==> src/rtl/smpreg_pkg.sv <==
package smpreg_pkg;
  localparam int unsigned DEF_ACC_W    = 11;
  localparam int unsigned DEF_TEMP_W   = 8;
  localparam int unsigned DEF_TICK_DIV = 150;
  localparam int unsigned DEF_SYNC     = 2;

  // counter width able to hold values 0 .. n-1
  function automatic int unsigned cnt_width(input int unsigned n);
    return (n <= 2) ? 1 : $clog2(n);
  endfunction
endpackage

==> src/rtl/cs_sync.sv <==
module cs_sync #(
  parameter int unsigned STAGES    = 2,
  parameter bit          RESET_VAL = 1'b1
) (
  input  logic clk,
  input  logic rst,
  input  logic async_in,
  output logic sync_out
);
  generate
    if (STAGES < 2) begin : g_single
      logic ff_q;
      always_ff @(posedge clk) begin
        if (rst) ff_q <= RESET_VAL;
        else     ff_q <= async_in;
      end
      assign sync_out = ff_q;
    end else begin : g_chain
      logic [STAGES-1:0] pipe_q;
      always_ff @(posedge clk) begin
        if (rst) pipe_q <= {STAGES{RESET_VAL}};
        else     pipe_q <= {pipe_q[STAGES-2:0], async_in};
      end
      assign sync_out = pipe_q[STAGES-1];
    end
  endgenerate
endmodule

==> src/rtl/tick_gen.sv <==
module tick_gen import smpreg_pkg::*; #(
  parameter int unsigned DIV = DEF_TICK_DIV
) (
  input  logic clk,
  input  logic rst,
  output logic tick
);
  localparam int unsigned CNT_W = cnt_width(DIV);
  localparam logic [CNT_W-1:0] LAST = CNT_W'(DIV - 1);

  logic [CNT_W-1:0] cnt_q;

  always_ff @(posedge clk) begin
    if (rst)                cnt_q <= '0;
    else if (cnt_q == LAST) cnt_q <= '0;
    else                    cnt_q <= cnt_q + 1'b1;
  end

  assign tick = (cnt_q == LAST);
endmodule

==> src/rtl/word_reg.sv <==
module word_reg #(
  parameter int unsigned W = 8
) (
  input  logic         clk,
  input  logic         rst,
  input  logic         cap_en,
  input  logic [W-1:0] d,
  output logic [W-1:0] q
);
  always_ff @(posedge clk) begin
    if (rst)         q <= '0;
    else if (cap_en) q <= d;
  end
endmodule

==> src/rtl/sel_gated_sample_reg.sv <==
module sel_gated_sample_reg import smpreg_pkg::*; #(
  parameter int unsigned ACC_W       = DEF_ACC_W,
  parameter int unsigned TEMP_W      = DEF_TEMP_W,
  parameter int unsigned TICK_DIV    = DEF_TICK_DIV,
  parameter int unsigned SYNC_STAGES = DEF_SYNC
) (
  input  logic              clk,
  input  logic              rst,
  input  logic              cs_n,
  input  logic              conv_valid,
  input  logic [ACC_W-1:0]  conv_z,
  input  logic [ACC_W-1:0]  conv_y,
  input  logic [TEMP_W-1:0] conv_temp,
  output logic [ACC_W-1:0]  z_word,
  output logic [ACC_W-1:0]  y_word,
  output logic [TEMP_W-1:0] temp_word,
  output logic              fresh
);
  localparam int unsigned PACK_W = 2 * ACC_W + TEMP_W;

  logic              cs_q;
  logic              cs_prev_q;
  logic              cs_fall;
  logic              tick;
  logic              load_en;
  logic [PACK_W-1:0] stage_q;
  logic [PACK_W-1:0] hold_q;

  // chip select into the clock domain; idle (deselected) out of reset
  cs_sync #(.STAGES(SYNC_STAGES), .RESET_VAL(1'b1)) u_sync (
    .clk(clk), .rst(rst), .async_in(cs_n), .sync_out(cs_q)
  );

  tick_gen #(.DIV(TICK_DIV)) u_tick (
    .clk(clk), .rst(rst), .tick(tick)
  );

  // newest converter result, taken only on its strobe
  word_reg #(.W(PACK_W)) u_stage (
    .clk(clk), .rst(rst), .cap_en(conv_valid),
    .d({conv_z, conv_y, conv_temp}), .q(stage_q)
  );

  // a tick with the bus selected is simply lost
  assign load_en = tick & cs_q;

  word_reg #(.W(PACK_W)) u_hold (
    .clk(clk), .rst(rst), .cap_en(load_en), .d(stage_q), .q(hold_q)
  );

  assign cs_fall = cs_prev_q & ~cs_q;

  always_ff @(posedge clk) begin
    if (rst) begin
      cs_prev_q <= 1'b1;
      fresh     <= 1'b0;
    end else begin
      cs_prev_q <= cs_q;
      if (cs_fall)      fresh <= 1'b0;
      else if (load_en) fresh <= 1'b1;
    end
  end

  assign z_word    = hold_q[PACK_W-1 -: ACC_W];
  assign y_word    = hold_q[TEMP_W +: ACC_W];
  assign temp_word = hold_q[TEMP_W-1:0];
endmodule

==> config.mk <==
export PLATFORM = sky130hd
export DESIGN_NAME = sel_gated_sample_reg
export DESIGN_NICKNAME = d
export VERILOG_FILES = /design/src/rtl/smpreg_pkg.sv /design/src/rtl/cs_sync.sv /design/src/rtl/tick_gen.sv /design/src/rtl/word_reg.sv /design/src/rtl/sel_gated_sample_reg.sv
export SDC_FILE = /design/constraint.sdc
export NUM_CORES = 1
export LEC_CHECK = 0
export CELL_PAD_IN_SITES_DETAIL_PLACEMENT = 0
export CELL_PAD_IN_SITES_GLOBAL_PLACEMENT = 1
export CORE_MARGIN = 3
export CORE_UTILIZATION = 30
export CTS_BUF_LIST = sky130_fd_sc_hd__clkbuf_4 sky130_fd_sc_hd__clkbuf_8
export CTS_CLUSTER_SIZE = 28
export DETAILED_ROUTE_END_ITERATION = 16
export PLACE_DENSITY = 0.64
export SLEW_MARGIN = 20
export SYNTH_ARGS = -nofsm -noshare
export SYNTH_HDL_FRONTEND = slang
export SYNTH_HIERARCHICAL = 1
export SYNTH_SLANG_ARGS = --single-unit
==> constraint.sdc <==
create_clock -name clk -period 1.7 [get_ports clk]
set_input_delay 0.51 -clock clk [delete_from_list [all_inputs] [get_ports clk]]
set_output_delay 0.51 -clock clk [all_outputs]
set_load 0.01 [all_outputs]
# Yosys cells after proc, flatten, opt, wreduce, memory -nomap -nowiden
# Cells that the tools add are included.
dict set report word_totals {
  reg_bits 72
  inputBits 34
  wordCells 13
}
dict set report op_classes {
  add_sub_neg 1
  eq_ne 1
  bitwise 3
  n_reduce_logical 2
}
# operator count
set op_table {}
lappend op_table {{8-bit by 1-bit adder with 8-bit output, second input constant} 1}
lappend op_table {{8-bit == test, second input constant} 1}
lappend op_table {{2-bit OR reduction} 2}
lappend op_table {{1-bit bitwise AND} 2}
lappend op_table {{1-bit NOT} 1}

# Depth between registers and ports, before layout
# Gate-level depths: netlist of run 1.
dict set report logic_depth {
  word_depth 3
  ltp_mapped 10
  mapped_depth_nobuf 8
}

# Modules after synthesis
# The synthesis of run 1 kept the hierarchy.
# module instances cells_each area_per_inst_um2 seq_area_each_um2
set by_module_without_submodules {}
lappend by_module_without_submodules {word_reg 2 97 1096.1 600.6}
lappend by_module_without_submodules {tick_gen 1 39 381.6 160.2}
lappend by_module_without_submodules {sel_gated_sample_reg 1 8 72.6 40.0}
lappend by_module_without_submodules {cs_sync 1 4 52.6 40.0}

# Least setup slack after synthesis of run 1
# No wires, ideal clock.
dict set report synth_timing {
  kind {register to register}
  start {register u_tick.cnt_q[0]}
  end {register u_hold.q[0]}
  arrival_time_ns 1.456
  required_time_ns 1.572
  setup_slack_ns 0.116
  stages_incl_launch_ff 10
  path_buffers 2
  cell_sequence {dfxtp_1 -> ha_1 -> nand4b_4 -> nor4_1 -> nand2_1 -> inv_1 -> buf_6 -> buf_12 -> mux2i_1 -> nor2_1}
}
dict set report synth_between {
  elab_chain_len 2
}
# item line_no
set synth_lines {}
lappend synth_lines {{start, declared} tick_gen.sv:11} ;# logic [CNT_W-1:0] cnt_q;
lappend synth_lines {{start signal, assigned} tick_gen.sv:16} ;# else cnt_q <= cnt_q + 1'b1;
lappend synth_lines {{8-bit == test} tick_gen.sv:19} ;# assign tick = (cnt_q == LAST);
lappend synth_lines {{via tick} sel_gated_sample_reg.sv:24} ;# logic tick;
lappend synth_lines {{1-bit bitwise AND} sel_gated_sample_reg.sv:45} ;# assign load_en = tick & cs_q;
lappend synth_lines {{via load_en} sel_gated_sample_reg.sv:25} ;# logic load_en;
lappend synth_lines {{end signal, assigned} word_reg.sv:11} ;# if (rst) q <= '0;
lappend synth_lines {{end signal, assigned} word_reg.sv:12} ;# else if (cap_en) q <= d;
lappend synth_lines {{end, declared} word_reg.sv:8} ;# output logic [W-1:0] q
# The timed path passes the listed nets, and every way through them passes these cells.
# A chain may end at the register's enable or synchronous reset.

# Final worst setup path of run 1
dict set report layout_timing {
  start {register u_tick.cnt_q[1]}
  end {register u_hold.q[23]}
}
# Same word-level chain as after synthesis.

==> qor.csv, run 1 <==
stage;metric;value;unit
hold_path;hold_class;reg -> reg;
worst_setup_path;ff2ff_path_depth;9;
route;wirelength;5460;um
timing;period_minus_slack;1.59;ns
timing;setup_viol;0;
die;io-pin-count;65;
worst_setup_path;r2r-start;u_tick/cnt_q[1];
timing;slew_viol_final;0;
logic_synthesis;yosys_register_bits;72;
cells_and_area;n_antenna_cell;0;
timing;post-route-period-util;93.4;%
clock_network;clock_path_buffers;2;
die;die_area;10200;um2
timing;worst_pin_slew;0.285;ns
cells_and_area;syn_to_final_growth;36.9;%
place;pre_cts_ws;0.0230;ns
clock_network;insertion_delay;0.34;ns
status;status;finished clean;
logic_synthesis;yosysSeqAreaShare;53.4;%
pwr;power.density;937;nW/um2
place;gp_congestion;0.712;
worst_setup_path;path_cells;inv_1 -> ha_1 -> nand4b_4 -> nor4_4 -> nand2_2 -> clkinv_4 -> clkbuf_16 -> mux2i_1 -> nor2_1;
route;drc;0;
clock_network;cts_tree;yes;
die;dieHeight;101;um
die;die_w;101;um
grt;first_global_vias;1836;
route;vias;1853;
logic_synthesis;postSynthCellCount;245;
clock_network;ctsHoldBuffers;0;
worst_setup_path;start_kind;flop;
hold_path;worstHoldEndpoint;u_sync/g_chain.pipe_q[1];
timing;timing.fmax;0.630;GHz
grt;grt_overflow;0;
pwr;peakVddDrop;0.461;mV
worst_setup_path;crit_required;1.93;ns
die;fp.coreArea;8460;um2
hold_path;min_from;u_sync/g_chain.pipe_q[0];
cells_and_area;fin_nets;357;
timing;final.setup.tns;0;ns
clock_network;numClockSinks;72;
logic_synthesis;netlist_area;2700;um2
worst_setup_path;crit_path_max_incr_delay;0.33;ns
route;routedWlPerCell;12.7;um
route;viasPerCell;4.31;
grt;grt_pass1_wl;8490;um
worst_setup_path;slowest_stage;dfxtp_1;
die;start_util;31.9;%
timing;rsz0062_at_grt;false;
logic_synthesis;synth_fp_nets;281;
logic_synthesis;syn_area_per_cell;11.0;um2
hold_path;hold_depth;1;
grt;grt_max_degree;44;
worst_setup_path;end_kind;flop;
place;port_buffers;64;
worst_setup_path;cp_data_arrival_time;1.81;ns
cells_and_area;final_core_util;43.7;%
logic_synthesis;yosys_warnings;6;
clock_network;cts_made_buffers;9;
worst_setup_path;r2r_slack;0.11;ns
worst_setup_path;critPathKind;reg -> reg;
timing;layout_setup_ws;0.113;ns
job;drv_cap;0;
route;drtIter0Drc;29;
die;fp-row-count;33;
clock_network;cts_setup_buffers;0;
grt;antenna_found_initial;0;
logic_synthesis;post_synth_num_cell_types;25;
worst_setup_path;cpLargestDelayFamily;simple AND/OR/NAND/NOR gates;
pwr;leakage;1.62;nW
worst_setup_path;critPathMaxFanout;8;
timing;max-slew-margin-rel;81.0;%
clock_network;root_buffer;clkbuf_8;
clock_network;clkSlewWorstSetupHoldPaths;0.07;ns
timing;fin_worst_skew;0.00906;ns
route;ant_nets;0;
grt;track_usage;10.7;%
worst_setup_path;cp_num_buf_inv;3;
place;hpwl;3510;um
worst_setup_path;regToRegEndpoint;u_hold/q[23];
route;dr.pass1.iters;4;
timing;finalHoldViolations;0;
cells_and_area;drive_gt1_share;12.0;%
clock_network;ctsHtreeMaxLevel;3;
## flip-flops by register name, summed over array words and instances (netlist names)
register / flops
cs_prev_q: 1
fresh: 1
u_hold/q: 30
u_stage/q: 30
u_sync/g_chain.pipe_q: 2
u_tick/cnt_q: 8
## worst max-delay path by stage
| stage | end | start | slack, ns | cells past startpoint |
|---|---|---|---|---|
| finish | u_hold/q[23] | u_tick/cnt_q[1] | 0.11 | 9 |
| detailed placement | u_hold/q[9] | u_tick/cnt_q[1] | 0.02 | 9 |
| floorplan | u_hold/q[0] | u_tick/cnt_q[0] | 0.12 | 9 |
| global placement | u_hold/q[10] | u_tick/cnt_q[1] | 0.07 | 9 |
| global route | u_hold/q[4] | u_tick/cnt_q[1] | 0.009 | 9 |
| CTS | u_hold/q[14] | u_tick/cnt_q[1] | 0.01 | 9 |
## metal layers
metal / routed length [um] / GRT usage (%)
met1: 2630 / 13.8
met2: 2300 / 15.1
met3: 448 / 4.64
met4: 80 / 5.28
met5: 0 / 0
## worst register-to-register path, delay by kind of cell, from the launching register on
| kind | cells | cell delay (ns) |
|---|---|---|
| and+or+nand+nor | 4 | 0.44 |
| buffers and inverters | 3 | 0.34 |
| DFF | 1 | 0.33 |
| muxes | 1 | 0.20 |
| adders and majority gates | 1 | 0.18 |
## final cells by class
type / count / area (um2)
clock buffers: 10 / 138
well taps: 105 / 131
inverters: 4 / 20.0
repair buffers: 79 / 790
flip-flops and latches: 72 / 1440
multi-input cells: 155 / 1090
fillers: 834 / 4770
clock inverters: 5 / 81.3
## power breakdown
part	internal (W)	switching, W	leakage [nW]
clock	0.000858	0.000615	0.108
sequential	0.00174	0.0000258	0.587
combinational	0.000135	0.0000939	0.920
## per-stage QoR
stage	cell area (um2)	total power (W)	instances	hold slack, ns
after global placement	3440	0.00203	413	0.401
after detailed placement	3440	0.00203	413	0.405
after CTS	3620	0.00353	428	0.425
after floorplan	2700	0.00193	245	0.383
final	3700	0.00346	430	0.425
after global routing	3700	0.00362	430	0.446
## cells in the mapped netlist, drive strengths merged
master,n,area (um2)
nand4b,1,23.8
mux2i,60,601
o41ai,1,27.5
dfxtp,72,1440
nand4,1,6.26
o22ai,1,6.26
xnor2,1,8.76
nor2,65,244
a21oi,3,15.0
ha,2,25.0
clkbuf,6,22.5
xor2,2,17.5
nand2,3,11.3
nor2b,1,6.26
or3,3,18.8
buf,8,143
nand3,3,20.0
nor4,1,6.26
o21ai,3,15.0
or2,3,18.8
nand2b,1,6.26
inv,4,15.0
## cells by family after synthesis
| family | synth area share, % |
|---|---|
| AND/OR/NAND/NOR | 13.4 |
| flip-flops | 53.4 |
| multiplexers | 22.3 |
| buffers and inverters | 6.68 |
| AO/OA/AOI/OAI | 2.36 |
| XOR/XNOR | 0.974 |
| adder cells (fa/ha/maj) | 0.927 |
## what timing repair did
| item | 4_1_cts | 5_1_grt |
|---|---|---|
| pin swaps | 0 | 1 |
| gates cloned | 0 | 2 |
| resized for setup | 31 | 6 |
| endpoints found under the setup margin | 31 | 30 |
## cell usage in the layout (no fill, tap or decap), drive strengths merged, types with 12 or more instances in the layout
master	n
buf	15
clkbuf	12
clkdlybuf4s50	31
dfxtp	72
dlygate4sd2	31
mux2i	60
nor2	65
No activity file was read; power rests on OpenSTA's default activity.
==> inputs of run 2 (changes only) <==
--- a/config.mk
+++ b/config.mk
@@ -12,9 +12,8 @@
 export CTS_BUF_LIST = sky130_fd_sc_hd__clkbuf_4 sky130_fd_sc_hd__clkbuf_8
 export CTS_CLUSTER_SIZE = 28
 export DETAILED_ROUTE_END_ITERATION = 16
-export PLACE_DENSITY = 0.64
+export PLACE_DENSITY = 0.66
 export SLEW_MARGIN = 20
 export SYNTH_ARGS = -nofsm -noshare
 export SYNTH_HDL_FRONTEND = slang
-export SYNTH_HIERARCHICAL = 1
 export SYNTH_SLANG_ARGS = --single-unit
==> qor.csv, run 2 <==
stage;metric;value;unit
status;status;finished clean;
timing;setup_viol;0;
logic_synthesis;post-synth-top-area-fraction;53.4;%
die;die_area;10200;um2
cells_and_area;final_cell_mix;72 x dfxtp_1, 35 x a21oi_1, 34 x nor2_1, 33 x nand3_1, 33 x o21ai_0;
logic_synthesis;synthSimpleGateAreaFrac;14.8;%
worst_setup_path;path_cells;dlygate4sd2_1;
timing;timing.fmax;0.677;GHz
route;drtIter0Drc;66;
logic_synthesis;synth_top_family_by_area;simple AND/OR/NAND/NOR gates;
timing;max-slew-margin-rel;68.6;%
route;routedWlPerCell;14.1;um
clock_network;cts_tree;yes;
logic_synthesis;synth_edf_count;0;
die;start_util;31.9;%
logic_synthesis;netlist_area;2700;um2
worst_setup_path;slowest_stage;dfxtp_1;
cells_and_area;syn_to_final_growth;35.8;%
worst_setup_path;end_kind;primary output;
route;viasPerCell;4.82;
clock_network;ctsHtreeMaxLevel;3;
worst_setup_path;regToRegEndpoint;u_hold.q[7];
logic_synthesis;synth_fa_ha_area_share;0.927;%
route;wirelength;6500;um
worst_setup_path;r2r-start;u_tick.cnt_q[0];
worst_setup_path;critPathMaxFanout;2;
route;dr.pass1.iters;7;
route;ant_nets;0;
logic_synthesis;yosysSeqAreaShare;53.4;%
clock_network;clkSlewWorstSetupHoldPaths;0.08;ns
logic_synthesis;post_synth_num_cell_types;27;
worst_setup_path;cp_num_buf_inv;1;
timing;slew_viol_final;0;
cells_and_area;fin_nets;387;
cells_and_area;fill_cells;854;
grt;antenna_found_initial;0;
clock_network;root_buffer;clkbuf_8;
pwr;p_sw;0.000750;W
logic_synthesis;yosys_warnings;0;
worst_setup_path;crit_path_max_incr_delay;0.36;ns
grt;first_global_vias;2138;
logic_synthesis;synth_compound_area_share;13.7;%
pwr;leakage;1.53;nW
logic_synthesis;syn_area_per_cell;9.34;um2
logic_synthesis;synth_top_flop_cell;dfxtp_1;
die;dieHeight;101;um
pwr;p_clk_share;45.7;%
timing;period_minus_slack;1.48;ns
worst_setup_path;cp_data_arrival_time;0.97;ns
place;gp_congestion;0.747;
logic_synthesis;synth_fp_nets;325;
die;fp.coreArea;8460;um2
timing;layout_setup_ws;0.224;ns
logic_synthesis;postSynthCellCount;289;
place;pre_cts_ws;0.239;ns
grt;track_usage;13.6;%
clock_network;clock_path_buffers;2;
cells_and_area;top_regs;u_hold.q (30), u_stage.q (30), u_tick.cnt_q (8);
grt;grt_pass1_wl;10800;um
worst_setup_path;start_kind;flop;
place;hpwl;4250;um
pwr;sw_frac_of_total;20.5;%
timing;finalHoldViolations;0;
clock_network;insertion_delay;0.34;ns
hold_path;min_from;u_sync.g_chain.pipe_q[0];
place;port_buffers;64;
die;fp-row-count;33;
timing;worst_pin_slew;0.471;ns
pwr;peakVddDrop;0.404;mV
hold_path;hold_depth;1;
logic_synthesis;synth_xor_area_share;0.649;%
clock_network;cts_made_buffers;9;
cells_and_area;multi_input_area;1110;um2
worst_setup_path;crit_required;1.19;ns
worst_setup_path;cpLargestDelayFamily;flip-flops;
logic_synthesis;synth.area.mux_share;11.1;%
cells_and_area;regArea;1440;um2
die;die_w;101;um
hold_path;worstHoldEndpoint;u_sync.g_chain.pipe_q[1];
timing;final.setup.tns;0;ns
pwr;power_frac_seq;48.2;%
timing;rsz0062_at_grt;false;
pwr;total_power;0.00367;W
logic_synthesis;yosys-top-cells-area;dfxtp_1 53%, mux2i_1 11%, a21oi_1 6.5%;
cells_and_area;n_antenna_cell;0;
logic_synthesis;synthArstFlopShare;0;%
hold_path;hold_class;reg -> reg;
pwr;power.density;1000;nW/um2
pwr;internal_power;0.00292;W
clock_network;cts_setup_buffers;0;
clock_network;ctsHoldBuffers;0;
place;place_area;3450;um2
logic_synthesis;yosys.cell_count.top_type;dfxtp_1;
timing;fin_worst_skew;0.00647;ns
route;drc;0;
route;vias;2224;
worst_setup_path;ff2ff_path_depth;5;
clock_network;cts_resized;31;
logic_synthesis;yosys_register_bits;72;
cells_and_area;drive_gt1_share;9.83;%
pwr;combPwrFrac;6.1;%
die;io-pin-count;65;
worst_setup_path;critPathKind;reg -> out;
timing;post-route-period-util;86.8;%
job;drv_cap;0;
logic_synthesis;yosysTopAreaCell;dfxtp_1;
logic_synthesis;synth_common_cells;72 x dfxtp_1, 35 x a21oi_1, 34 x nor2_1;
worst_setup_path;r2r_slack;0.24;ns
clock_network;numClockSinks;72;
cells_and_area;design_area;3660;um2
grt;grt_max_degree;31;
grt;grt_overflow;0;
cells_and_area;final_common_cell;dfxtp_1;
run 2: cell count changes after synthesis, sizes merged, moves of 5 or more:
cell    previous run  this run
buf                8        13
o21ai              3        33
nand3              3        33
mux2i             60        30
nor2              65        34
a21oi              3        35
clkbuf             6        12
run 2: stage by stage:
step	hold slack, ns	cells	util, %
after floorplan	0.389	289	-
after global placement	0.394	445	40.8
after detailed placement	0.408	445	40.8
after CTS	0.426	461	43.3
after global routing	0.454	461	43.3
final	0.420	461	43.3
run 2: cell families (layout without fill, tap and decap cells):
logic type	Yosys count	after routing
and+or+nand+nor	82	82
xor gates and xnor gates	2	2
DFF	72	72
muxes	30	30
buffers and inverters	30	97
adders and majority gates	2	2
AOI/OAI and AO/OA	71	71
run 2: power by group through the flow:
| stage | registers (W) | logic (W) | clock network [W] |
|---|---|---|---|
| 2_1_floorplan | 0.00180 | 0.000122 | 0 |
| 3_3_place_gp | 0.00180 | 0.000225 | 0 |
| 3_5_place_dp | 0.00181 | 0.000228 | 0 |
| 4_1_cts | 0.00177 | 0.000229 | 0.00172 |
| 5_1_grt | 0.00177 | 0.000252 | 0.00180 |
| 6_report | 0.00177 | 0.000225 | 0.00168 |
run 2: worst max-delay path by stage:
stage                                from       endpoint  depth (start not counted)
final                               fresh          fresh                          1
after global routing      u_tick.cnt_q[0]    u_hold.q[6]                          5
after CTS                           fresh          fresh                          1
after detailed placement              rst  u_stage.q[28]                          3
after global placement                rst  u_stage.q[28]                          3
after floorplan                       rst   u_stage.q[0]                          4
run 2: routing by layer:
metal | routed length [um] | vias to the layer above | track usage [%]
met3 | 432 | 3 | 4.78
met1 | 2990 | 1032 | 18.0
li1 | - | 1125 | -
met4 | 38 | 0 | 4.04
met2 | 3040 | 64 | 20.9
met5 | 0 | - | 0
run 2: area by class of cell:
type | instances | share of cell area [%]
tap | 105 | 3.58
clock inverter | 5 | 2.80
inverter | 5 | 0.512
clock buffer | 11 | 4.13
timing repair buffer | 76 | 19.3
multi-input combinational | 187 | 30.4
sequential | 72 | 39.3
==> inputs of run 3 (changes only) <==
--- a/config.mk
+++ b/config.mk
@@ -13,7 +13,8 @@
 export CTS_CLUSTER_SIZE = 28
 export DETAILED_ROUTE_END_ITERATION = 16
 export PLACE_DENSITY = 0.66
-export SLEW_MARGIN = 20
+export SETUP_SLACK_MARGIN = 0.1
+export SLEW_MARGIN = 15
 export SYNTH_ARGS = -nofsm -noshare
 export SYNTH_HDL_FRONTEND = slang
 export SYNTH_SLANG_ARGS = --single-unit
==> qor.csv, run 3 (same netlist as run 2, synthesis figures left out) <==
stage;metric;value;unit
worst_setup_path;start_kind;flop;
timing;timing.fmax;0.677;GHz
timing;final.setup.tns;0;ns
pwr;power.density;997;nW/um2
grt;track_usage;13.6;%
cells_and_area;drive_gt1_share;10.1;%
clock_network;clkSlewWorstSetupHoldPaths;0.07;ns
die;fp.coreArea;8460;um2
worst_setup_path;cp_num_buf_inv;1;
route;drtIter0Drc;66;
cells_and_area;fin_nets;387;
timing;finalHoldViolations;0;
worst_setup_path;cp_data_arrival_time;0.97;ns
grt;grt_max_degree;31;
pwr;leakage;1.53;nW
die;fp-row-count;33;
timing;rsz0062_at_grt;false;
route;viasPerCell;4.79;
timing;setup_viol;0;
clock_network;numClockSinks;72;
timing;post-route-period-util;86.8;%
grt;first_global_vias;2138;
route;ant_nets;0;
job;drv_cap;0;
cells_and_area;multi_input_area;1130;um2
route;met3_length;428;um
cells_and_area;stdcell_count;461;
cells_and_area;final_common_cell;dfxtp_1;
worst_setup_path;crit_required;1.19;ns
grt;grt_overflow;0;
route;routedWlPerCell;14.1;um
worst_setup_path;critPathKind;reg -> out;
cells_and_area;top_regs;u_hold.q (30), u_stage.q (30), u_tick.cnt_q (8);
clock_network;cts_made_buffers;9;
clock_network;clock_path_buffers;2;
place;gp_congestion;0.747;
clock_network;cts_tree;yes;
route;vias;2210;
timing;slew_viol_final;0;
timing;max-slew-margin-rel;69.5;%
route;top_layer;met4;
cells_and_area;regArea;1440;um2
timing;worst_pin_slew;0.457;ns
die;die_area;10200;um2
grt;grt_pass1_wl;10800;um
timing;period_minus_slack;1.48;ns
worst_setup_path;cpLargestDelayFamily;flip-flops;
timing;fin_hold_ws;0.419;ns
die;dieHeight;101;um
route;wirelength;6480;um
clock_network;root_buffer;clkbuf_8;
route;met2WireLength;3020;um
clock_network;insertion_delay;0.34;ns
clock_network;cts_setup_buffers;0;
die;start_util;31.9;%
cells_and_area;n_antenna_cell;0;
cells_and_area;final_cell_mix;72 x dfxtp_1, 35 x a21oi_1, 34 x nor2_1, 33 x nand3_1, 33 x o21ai_0;
cells_and_area;fill_cells;851;
pwr;peakVddDrop;0.404;mV
status;status;finished clean;
worst_setup_path;end_kind;primary output;
route;wl_met1;3000;um
die;die_w;101;um
worst_setup_path;crit_path_max_incr_delay;0.36;ns
worst_setup_path;critPathMaxFanout;2;
route;dr.pass1.iters;4;
timing;fin_worst_skew;0.00624;ns
place;hpwl;4250;um
route;drc;0;
cells_and_area;syn_to_final_growth;36.4;%
clock_network;ctsHtreeMaxLevel;3;
place;port_buffers;64;
hold_path;hold_class;reg -> reg;
place;dp_cells;445;
worst_setup_path;slowest_stage;dfxtp_1;
die;io-pin-count;65;
grt;antenna_found_initial;0;
worst_setup_path;path_cells;dlygate4sd2_1;
run 3: layout make-up:
cell class	count	share of cell area, %
clock buffer	11	4.11
clock inverter	5	2.79
inverter	5	0.510
multi-input combinational	187	30.7
sequential	72	39.2
tap	105	3.57
timing repair buffer	76	19.2
run 3: report_power, final:
| group | switching [W] | internal, W | total, W |
|---|---|---|---|
| clock | 0.000624 | 0.00105 | 0.00168 |
| sequential | 0.0000301 | 0.00174 | 0.00177 |
| combinational | 0.0000985 | 0.000128 | 0.000227 |
run 3: path summary, 6_finish.rpt:
check | depth (start not counted) | startpoint | to | slack (ns)
min | 1 | u_sync.g_chain.pipe_q[0] | u_sync.g_chain.pipe_q[1] | 0.42
max | 1 | fresh | fresh | 0.22
min reg2reg | 1 | u_sync.g_chain.pipe_q[0] | u_sync.g_chain.pipe_q[1] | 0.42
max reg2reg | 5 | u_tick.cnt_q[0] | u_hold.q[15] | 0.27
run 3: what timing repair did:
item	in CTS	in global routing
resized for setup	31	1
hold buffers	0	0
setup endpoints to repair	31	9
run 3: routing by layer:
layer	global-route usage, %	up-vias
met2	20.9	63
met3	4.78	3
met1	18.0	1020
met5	0	-
li1	-	1124
met4	4.04	0
run 3: through the flow:
stage / power [W] / worst slack, ns / area (um2) / utilization, %
2_1_floorplan: 0.00192 / 0.372 / 2700 / -
3_3_place_gp: 0.00203 / 0.253 / 3450 / 40.8
3_5_place_dp: 0.00203 / 0.239 / 3450 / 40.8
4_1_cts: 0.00372 / 0.200 / 3660 / 43.3
5_1_grt: 0.00383 / 0.125 / 3680 / 43.5
6_report: 0.00367 / 0.224 / 3680 / 43.5
